$ cat src/rtl/erase_seq_pkg.sv
package erase_seq_pkg;

  typedef enum logic [3:0] {
    S_IDLE, S_UNL1, S_UNL2, S_SETUP, S_SUNL1, S_SUNL2,
    S_BSETUP, S_BEXIT, S_WINDOW, S_SECT_ERASE, S_CHIP_ERASE
  } seq_state_e;

  localparam logic [7:0]  CMD_KEY_A    = 8'hAA;
  localparam logic [7:0]  CMD_KEY_B    = 8'h55;
  localparam logic [7:0]  CMD_SETUP    = 8'h80;
  localparam logic [7:0]  CMD_CHIP     = 8'h10;
  localparam logic [7:0]  CMD_SECTOR   = 8'h30;
  localparam logic [7:0]  CMD_SUSPEND  = 8'hB0;
  localparam logic [7:0]  CMD_BYP_ON   = 8'h20;
  localparam logic [7:0]  CMD_BYP_OFF1 = 8'h90;
  localparam logic [7:0]  CMD_BYP_OFF2 = 8'h00;
  localparam logic [11:0] ADR_KEY_A    = 12'h555;
  localparam logic [11:0] ADR_KEY_B    = 12'h2AA;

  // one bus cycle matches an expected address/data pair
  function automatic logic cycle_is(input logic [11:0] adr, input logic [7:0] dat,
                                    input logic [11:0] want_adr, input logic [7:0] want_dat);
    return (adr == want_adr) && (dat == want_dat);
  endfunction

  // acceptance window length in clock cycles
  function automatic int window_cycles(input int us, input int mhz);
    return us * mhz;
  endfunction

endpackage

$ cat src/rtl/window_timer.sv
module window_timer #(
  parameter int LIMIT = 5000
) (
  input  logic clk,
  input  logic rst_n,
  input  logic restart,
  input  logic run,
  output logic expired
);
  localparam int CW = $clog2(LIMIT + 1);
  localparam logic [CW-1:0] LAST = CW'(LIMIT - 1);

  logic [CW-1:0] cnt;

  always_ff @(posedge clk or negedge rst_n) begin
    if (!rst_n)                    cnt <= '0;
    else if (restart)              cnt <= '0;
    else if (run && cnt != LAST)   cnt <= cnt + CW'(1);
  end

  assign expired = (cnt == LAST);

  p_restart_zero_r3: assert property (@(posedge clk) disable iff (!rst_n)
    restart |=> (cnt == '0));
  p_cnt_bound_r2: assert property (@(posedge clk) disable iff (!rst_n)
    cnt <= LAST);

endmodule

$ cat src/rtl/sector_bitmap.sv
module sector_bitmap #(
  parameter int SECTORS = 64,
  localparam int SW = $clog2(SECTORS)
) (
  input  logic               clk,
  input  logic               rst_n,
  input  logic               clr,
  input  logic               fill,
  input  logic               set,
  input  logic [SW-1:0]      idx,
  output logic [SECTORS-1:0] map
);

  for (genvar i = 0; i < SECTORS; i++) begin : g_bit
    always_ff @(posedge clk or negedge rst_n) begin
      if (!rst_n)                             map[i] <= 1'b0;
      else if (clr)                           map[i] <= 1'b0;
      else if (fill)                          map[i] <= 1'b1;
      else if (set && idx == SW'(i))          map[i] <= 1'b1;
    end
  end

  p_set_marks_r3: assert property (@(posedge clk) disable iff (!rst_n)
    (set && !clr && !fill) |=> map[$past(idx)]);
  p_clear_empties_r4: assert property (@(posedge clk) disable iff (!rst_n)
    clr |=> (map == '0));

endmodule

$ cat src/rtl/erase_cmd_seq.sv
module erase_cmd_seq
  import erase_seq_pkg::*;
#(
  parameter int ADDR_W  = 18,
  parameter int SECTORS = 64,
  parameter int WIN_US  = 50,
  parameter int CLK_MHZ = 100
) (
  input  logic               clk,
  input  logic               rst_n,
  input  logic               wr_stb,
  input  logic [ADDR_W-1:0]  wr_addr,
  input  logic [7:0]         wr_data,
  input  logic               erase_done,
  output logic               erase_start,
  output logic [SECTORS-1:0] erase_map,
  output logic               erase_chip,
  output logic               erase_busy,
  output logic               timer_expired,
  output logic               suspend_req,
  output logic               bypass_mode
);
  localparam int SW      = $clog2(SECTORS);
  localparam int WIN_CYC = window_cycles(WIN_US, CLK_MHZ);

  seq_state_e st, st_nxt;
  logic       byp, byp_nxt;
  logic       start_q, chip_q, susp_q;

  // named internal events
  logic          ev_accept, ev_chip, ev_sect_go, ev_abort, ev_susp, ev_done;
  logic          win_expired;
  logic [11:0]   adr_lo;
  logic [SW-1:0] sect_idx;

  assign adr_lo   = wr_addr[11:0];
  assign sect_idx = wr_addr[ADDR_W-1 -: SW];

  always_comb begin
    st_nxt     = st;
    byp_nxt    = byp;
    ev_accept  = 1'b0;
    ev_chip    = 1'b0;
    ev_sect_go = 1'b0;
    ev_abort   = 1'b0;
    ev_susp    = 1'b0;
    ev_done    = 1'b0;
    unique case (st)
      S_IDLE: if (wr_stb) begin
        if (byp) begin
          if (wr_data == CMD_SETUP)         st_nxt = S_BSETUP;
          else if (wr_data == CMD_BYP_OFF1) st_nxt = S_BEXIT;
        end else if (cycle_is(adr_lo, wr_data, ADR_KEY_A, CMD_KEY_A)) begin
          st_nxt = S_UNL1;
        end
      end
      S_UNL1: if (wr_stb)
        st_nxt = cycle_is(adr_lo, wr_data, ADR_KEY_B, CMD_KEY_B) ? S_UNL2 : S_IDLE;
      S_UNL2: if (wr_stb) begin
        st_nxt = S_IDLE;
        if (cycle_is(adr_lo, wr_data, ADR_KEY_A, CMD_SETUP))       st_nxt = S_SETUP;
        else if (cycle_is(adr_lo, wr_data, ADR_KEY_A, CMD_BYP_ON)) byp_nxt = 1'b1;
      end
      S_SETUP: if (wr_stb)
        st_nxt = cycle_is(adr_lo, wr_data, ADR_KEY_A, CMD_KEY_A) ? S_SUNL1 : S_IDLE;
      S_SUNL1: if (wr_stb)
        st_nxt = cycle_is(adr_lo, wr_data, ADR_KEY_B, CMD_KEY_B) ? S_SUNL2 : S_IDLE;
      S_SUNL2: if (wr_stb) begin
        if (wr_data == CMD_SECTOR) begin
          ev_accept = 1'b1;
          st_nxt    = S_WINDOW;
        end else if (cycle_is(adr_lo, wr_data, ADR_KEY_A, CMD_CHIP)) begin
          ev_chip = 1'b1;
          st_nxt  = S_CHIP_ERASE;
        end else begin
          st_nxt = S_IDLE;
        end
      end
      S_BSETUP: if (wr_stb) begin
        if (wr_data == CMD_CHIP) begin
          ev_chip = 1'b1;
          st_nxt  = S_CHIP_ERASE;
        end else if (cycle_is(adr_lo, wr_data, ADR_KEY_A, CMD_KEY_A)) begin
          st_nxt = S_SUNL1;
        end else begin
          st_nxt = S_IDLE;
        end
      end
      S_BEXIT: if (wr_stb) begin
        if (wr_data == CMD_BYP_OFF2) byp_nxt = 1'b0;
        st_nxt = S_IDLE;
      end
      S_WINDOW: begin
        if (wr_stb && wr_data == CMD_SECTOR) begin
          ev_accept = 1'b1;
        end else if (wr_stb && wr_data != CMD_SUSPEND) begin
          ev_abort = 1'b1;
          st_nxt   = S_IDLE;
        end else begin
          ev_susp = wr_stb;
          if (win_expired) begin
            ev_sect_go = 1'b1;
            st_nxt     = S_SECT_ERASE;
          end
        end
      end
      S_SECT_ERASE: begin
        ev_susp = wr_stb && (wr_data == CMD_SUSPEND);
        if (erase_done) begin
          ev_done = 1'b1;
          st_nxt  = S_IDLE;
        end
      end
      S_CHIP_ERASE: if (erase_done) begin
        ev_done = 1'b1;
        st_nxt  = S_IDLE;
      end
      default: st_nxt = S_IDLE;
    endcase
  end

  always_ff @(posedge clk or negedge rst_n) begin
    if (!rst_n) begin
      st      <= S_IDLE;
      byp     <= 1'b0;
      start_q <= 1'b0;
      chip_q  <= 1'b0;
      susp_q  <= 1'b0;
    end else begin
      st      <= st_nxt;
      byp     <= byp_nxt;
      start_q <= ev_chip | ev_sect_go;
      susp_q  <= ev_susp;
      if (ev_done)      chip_q <= 1'b0;
      else if (ev_chip) chip_q <= 1'b1;
    end
  end

  window_timer #(.LIMIT(WIN_CYC)) u_timer (
    .clk     (clk),
    .rst_n   (rst_n),
    .restart (ev_accept),
    .run     (st == S_WINDOW),
    .expired (win_expired)
  );

  sector_bitmap #(.SECTORS(SECTORS)) u_map (
    .clk   (clk),
    .rst_n (rst_n),
    .clr   (ev_abort | ev_done),
    .fill  (ev_chip),
    .set   (ev_accept),
    .idx   (sect_idx),
    .map   (erase_map)
  );

  assign erase_start   = start_q;
  assign erase_chip    = chip_q;
  assign erase_busy    = (st == S_SECT_ERASE) || (st == S_CHIP_ERASE);
  assign timer_expired = (st == S_SECT_ERASE);
  assign suspend_req   = susp_q;
  assign bypass_mode   = byp;

  p_start_pulse_r2: assert property (@(posedge clk) disable iff (!rst_n)
    erase_start |=> !erase_start);
  p_start_has_work_r7: assert property (@(posedge clk) disable iff (!rst_n)
    erase_start |-> (erase_busy && erase_map != '0));
  p_busy_holds_r7: assert property (@(posedge clk) disable iff (!rst_n)
    (erase_busy && !erase_done) |=> erase_busy);
  p_chip_full_map_r6: assert property (@(posedge clk) disable iff (!rst_n)
    erase_chip |-> (&erase_map));
  p_abort_idle_r4: assert property (@(posedge clk) disable iff (!rst_n)
    ev_abort |=> (!erase_busy && !erase_start && erase_map == '0));
  p_expiry_starts_r11: assert property (@(posedge clk) disable iff (!rst_n)
    (st == S_WINDOW && win_expired && !(wr_stb && wr_data != CMD_SUSPEND))
      |=> (erase_start && timer_expired));
  p_bypass_steady_r9: assert property (@(posedge clk) disable iff (!rst_n)
    !wr_stb |=> $stable(bypass_mode));

endmodule

$ cat config.mk
export PLATFORM = sky130hd
export DESIGN_NAME = erase_cmd_seq
export DESIGN_NICKNAME = d
export VERILOG_FILES = /design/src/rtl/erase_seq_pkg.sv /design/src/rtl/window_timer.sv /design/src/rtl/sector_bitmap.sv /design/src/rtl/erase_cmd_seq.sv
export SDC_FILE = /design/constraint.sdc
export NUM_CORES = 1
export LEC_CHECK = 0
export BUFFER_PORTS_ARGS = -buffer_cell sky130_fd_sc_hd__buf_2
export CAP_MARGIN = 20
export CORE_MARGIN = 2
export CORE_UTILIZATION = 29
export DETAILED_ROUTE_END_ITERATION = 16
export GPL_TIMING_DRIVEN = 1
export PLACE_DENSITY = 0.55
export SLEW_MARGIN = 40
export SYNTH_ARGS = -nofsm -noshare
export SYNTH_HDL_FRONTEND = slang
export SYNTH_HIERARCHICAL = 1
export SYNTH_SLANG_ARGS = --single-unit
$ cat constraint.sdc
create_clock -name clk -period 3.9 [get_ports clk]
set_clock_uncertainty 0.1 [all_clocks]
set_input_delay 0.975 -clock clk [delete_from_list [all_inputs] [get_ports clk]]
set_output_delay 0.975 -clock clk [all_outputs]
set_load 0.02 [all_outputs]
After elaboration in Yosys (flattened, before gate mapping). Index checks and enable logic that the tools add are counted. W data, S select, Z words.

Input port bits: 30. Flip-flop bits (word level): 85.

Mux-type cells: 248. Reductions and logical operators: 147. Bitwise operators: 2. Equal/unequal tests: 102. Add/sub/neg operators: 1.

Operators with widths (number): $mux W1 (218); $eq A6 B6 Y1 const B (32); $reduce_bool A3 Y1 (64); $eq A6 B5 Y1 const B (16); $mux W4 (19); $logic_and A1 B1 Y1 (73); $eq A6 B4 Y1 const B (8); $pmux W4 S10 (1); $eq A8 B8 Y1 const B (4); $mux W13 (2); $eq A6 B3 Y1 const B (4); $ne A2 B2 Y1 const B (12); $eq A4 B3 Y1 const B (4); $eq A8 B6 Y1 const B (2); $add A13 B1 Y13 const B (1); $eq A13 B13 Y1 const B (1); $ne A13 B13 Y1 const B (1); $reduce_and A13 Y1 (1); $eq A12 B10 Y1 const B (1); $eq A12 B11 Y1 const B (1); $eq A4 B4 Y1 const B (3); $eq A6 B2 Y1 const B (2); $eq A4 B2 Y1 const B (2); $eq A8 B5 Y1 const B (1); other kinds (18) (27).

Depth between registers and ports, before layout.
Word-level depth: 8. Mapped depth: 10. Gate-level depth less buffers: 8.

Modules after synthesis. The synthesis kept the hierarchy.

By module, submodules not included: sector_bitmap (sequential area each 1601.5 sq um, area an instance 2551.2 sq um, cells an instance 237, instances 1); erase_cmd_seq (sequential area each 200.2 sq um, area an instance 903.4 sq um, cells an instance 107, instances 1); window_timer (sequential area each 325.3 sq um, area an instance 708.2 sq um, cells an instance 69, instances 1).

Least setup slack after synthesis. Ideal clock, no wire load.

Path kind: input-to-reg. Start point: in wr_data[2]. End point: reg u_map.map[12]. Stages: 7. Setup time: 0.084 ns. Path slack: 0.694 ns. Arrival: 3.022 ns. Path through: nor3_4 nand3_1 nor4_1 or4b_1 buf_2 buf_6 o22ai_1.

Elaborated cells on any way between the ends: 24.

RTL lines: start, declared (RTL line erase_cmd_seq.sv:13) `input logic [7:0] wr_data,`; $eq A8 B6 Y1 * (RTL line erase_cmd_seq.sv:69, erase_cmd_seq.sv:94); $mux W1 or $logic_and A1 B1 Y1 (tied branches) (RTL line erase_cmd_seq.sv:69, erase_cmd_seq.sv:94); $mux W1, on equally long branches (RTL line erase_cmd_seq.sv:68, erase_cmd_seq.sv:94); $pmux W1 S2 * (RTL line erase_cmd_seq.sv:48) `unique case (st)`; via ev_accept (RTL line erase_cmd_seq.sv:31) `logic ev_accept, ev_chip, ev_sect_go, ev_abort, ev_susp, ev_done;`; $logic_and A1 B1 Y1 * (RTL line sector_bitmap.sv:19) `else if (set && idx == SW'(i)) map[i] <= 1'b1;`; $reduce_bool A3 Y1 (no source line) *; end signal, assigned by index (RTL line sector_bitmap.sv:17) `else if (clr) map[i] <= 1'b0;`; end signal, assigned by index (RTL line sector_bitmap.sv:18) `else if (fill) map[i] <= 1'b1;`; end signal, assigned by index (RTL line sector_bitmap.sv:19); end, declared (RTL line sector_bitmap.sv:11) `output logic [SECTORS-1:0] map`.

The timed path passes the listed nets; every way through them passes the cells marked *. A chain may end at the register's enable or synchronous reset.

Worst setup path after layout.
Start point: in wr_data[2]. End point: reg u_map.map[5].

Cells in the longest elaborated chain, start to end: 8. Elaborated cells on any way between the ends: 24.

RTL lines: $eq A8 B5 Y1 (RTL line erase_seq_pkg.sv:23, erase_cmd_seq.sv:80); $logic_and A1 B1 Y1 (RTL line erase_seq_pkg.sv:23) `return (adr == want_adr) && (dat == want_dat);`; $mux W1 (RTL line erase_cmd_seq.sv:72) `end else if (cycle_is(adr_lo, wr_data, ADR_KEY_A, CMD_CHIP)) begin`; $mux W1 (RTL line erase_cmd_seq.sv:69) `if (wr_data == CMD_SECTOR) begin`; $mux W1 (RTL line erase_cmd_seq.sv:68) `S_SUNL2: if (wr_stb) begin`; $pmux W1 S2 (RTL line erase_cmd_seq.sv:48); $mux W1 (RTL line sector_bitmap.sv:18); $mux W1 (RTL line sector_bitmap.sv:17).

Several ways; a longest one is shown, not always the timed one.

==> summary.md <==
| Metric | Value |
|---|---|
| Number of warnings printed during yosys synthesis | 6 |
| Total routed wirelength | 12000 um |
| Die X | 124 um |
| Post-synthesis cell count | 413 |
| Netlist Area Pre-Place | 4160 um2 |
| Final setup violating endpoints | 0 |
| Row count | 43 |
| Sequential share of the synthesized area | 0.511 |
| Arr. time, crit path | 3.24 ns |
| Wire length of the first global-routing pass | 18800 um |
| Max-cap violations | 0 |
| Post-place setup slack | 0.474 ns |
| Detailed-route wire length per cell | 17.5 um |
| Min Tclk post-route | 3.10 ns |
| Number of search-and-repair iterations in the first detailed-routing pass | 4 |
| Final TNS setup | 0 ns |
| Start-to-end type of the worst setup path | in2reg |
| Average cell area after synthesis | 10.1 um2 |
| Clock latency on the worst-skew pair | 0.33 ns |
| Clock slew at reported path FFs | 0.07 ns |
| Vertical die dimension | 124 um |
| Post-CTS setup buffer count | 0 |
| Reported leakage power | 0.00235 uW |
| Measured slew at the worst slew-check pin | 0.683 ns |
| Number of antenna violations at the first check in global routing | 0 |
| Final nets | 530 |
| Ranking of synthesized cells by instance count | 85 x dfrtp_1, 81 x nor2_1, 64 x o22ai_1 |
| Power per Cell Area | 417 nW/um2 |
| Top achievable clock speed | 323 MHz |
| Pins Over Slew Limit | 0 |
| Total half-perimeter wirelength after legalization and detailed placement | 7990 um |
| Share of flip-flops with an asynchronous set or reset | 1.00 |
| Post-synthesis sequential element count | 85 |
| Critical path launch point type | input port |
| Global placement routability congestion | 0.868 |
| Main flop type after synthesis | dfrtp_1 |
| Relative slew slack | 0.545 |
| Buffer depth of the longest clock path | 2 |
| Number of buffers inserted during clock tree synthesis | 9 |
| Final antenna diode count | 0 |
| GRT Resource Usage Total | 0.156 |
| Share of Yosys cell area claimed by the top area cell type | 0.511 |
| Setup crit end kind | register |
| Number of buffers inserted by hold repair at cts | 0 |
| Number of synthesized flops with an enable pin | 0 |
| Post-route ant nets | 0 |
| Synth area leaders | dfrtp_1 51%, o22ai_1 9.6%, nor2_1 7.3%, nand4bb_1 2.7%, clkbuf_1 1.6% |
| CTS tree | yes |
| Hold violation count in the final report | 0 |
| Worst-path maximum fanout | 16 |
| Net count after synthesis | 445 |
| Sinks on the clock net | 85 |
| Via-to-Cell Ratio | 5.47 |
| Maximum number of pins on one net before global-route repair | 86 |
| Result of the run | complete, no violations |
| Drt drc | 0 |
| Floorplan core area | 13900 um2 |
| H-tree Lvls | 3 |
| Layout Area Growth over Synthesis | 23.3% |
| Via Count | 3737 |
| Period utilisation layout | 0.794 |
| Crit path required time | 4.04 ns |
| Least setup slack across all paths after layout | 0.804 ns |
| Detailed router's first-iteration violation count | 339 |
| Fraction of final layout cells with drive strength greater than 1 | 0.280 |
| Maximum VDD drop | 208 uV |
| GR Overflow Total | 0 |
| Number of I/O pins | 100 |
| Unrepaired setup endpoints after global routing | no |
| Most common cell in the synthesized netlist | dfrtp_1 |
| Number of global-route vias before repair | 3501 |
| Number of instances resized during post-cts repair | 0 |
| Dominant cell type by area after synthesis | dfrtp_1 |
| Root buffer selected by CTS | clkbuf_16 |
| Count of unique library cells instantiated by Yosys | 58 |
| Port-buffer cells | 99 |
| Class of the tightest hold or removal check | reg2reg |
| Area enclosed by the die boundary | 15300 um2 |
| Fillers | 1394 |
| Initial core utilization | 0.299 |
==> layout make-up <==
cell class / instances / area, um2 / share of cell area
Sequential cell: 85 / 2130 / 0.414
Tap cell: 180 / 225 / 0.0439
Inverter: 2 / 7.51 / 0.00146
Clock buffer: 9 / 225 / 0.0439
Clock inverter: 7 / 86.3 / 0.0168
Timing Repair Buffer: 105 / 562 / 0.109
Multi-Input combinational cell: 295 / 1900 / 0.370
==> flip-flops by register name, indices dropped and copies added, names as in the netlist <==
signal       flops
u_timer/cnt     13
st               4
suspend_req      1
erase_start      1
bypass_mode      1
erase_chip       1
u_map/map       64
==> report_power, final <==
| part | internal (uW) | switching, uW |
|---|---|---|
| combinational | 123 | 167 |
| sequential | 904 | 58.9 |
| clock | 511 | 377 |
| total | 1540 | 602 |
==> worst max-delay path, stage by stage <==
cell     delay [ns]
buf_2          0.12
nor3_4         0.33
and3_2         0.27
o21ai_0        0.09
a22oi_1        0.25
nor2_4         0.05
or4b_1         0.86
o22ai_1        0.29
==> cells in the final DEF (no fill, tap or decap), types with 4 or more instances in the layout <==
| cell | instances |
|---|---|
| buf_2 | 98 |
| dfrtp_1 | 85 |
| nor2_1 | 80 |
| o22ai_1 | 64 |
| nand2_1 | 11 |
| nand4bb_1 | 10 |
| clkbuf_16 | 9 |
| nand3_1 | 8 |
| nand4_1 | 8 |
| a21oi_1 | 7 |
| nand4b_1 | 7 |
| or4_1 | 7 |
| xor2_1 | 7 |
| nor2b_1 | 6 |
| nor3_1 | 6 |
| o21ai_0 | 5 |
| buf_4 | 5 |
| or4b_1 | 5 |
| and4_1 | 4 |
| and3_1 | 4 |
| or3_1 | 4 |
==> final timing paths <==
path,start,endpoint,slack [ns],cells past startpoint
max,wr_data[2],u_map/map[5],0.80,8
min,u_map/map[33],u_map/map[33],0.44,2
max reg2reg,u_timer/cnt[6],st[3],1.07,7
min reg2reg,u_map/map[33],u_map/map[33],0.44,2
max in group asynchronous,rst_n,u_timer/cnt[0],2.65,1
min in group asynchronous,rst_n,u_map/map[45],0.56,1
==> per-layer routing <==
metal	track usage	wire [um]
met4	0.0490	169
met5	0	0
met2	0.241	5730
met3	0.0234	588
met1	0.225	5470
==> stage by stage <==
step	hold slack, ns	utilization	power (uW)	cell area [um2]	cells
after floorplan	0.403	-	1180	4160	413
after global placement	0.419	0.346	1260	4810	667
after detailed placement	0.424	0.346	1270	4820	667
after CTS	0.441	0.368	2160	5130	683
after global routing	0.466	0.368	2240	5130	683
final	0.437	0.368	2140	5130	683
==> kinds of logic after synthesis <==
kind of cell             Yosys count  synth area share
AO/OA/AOI/OAI                     95             0.153
XOR/XNOR                           9            0.0189
adder cells (fa/ha/maj)            2           0.00601
buffers and inverters             33            0.0364
flip-flops                        85             0.511
multiplexers                       3           0.00962
AND/OR/NAND/NOR                  186             0.265
No activity file was read; power rests on OpenSTA's default activity.
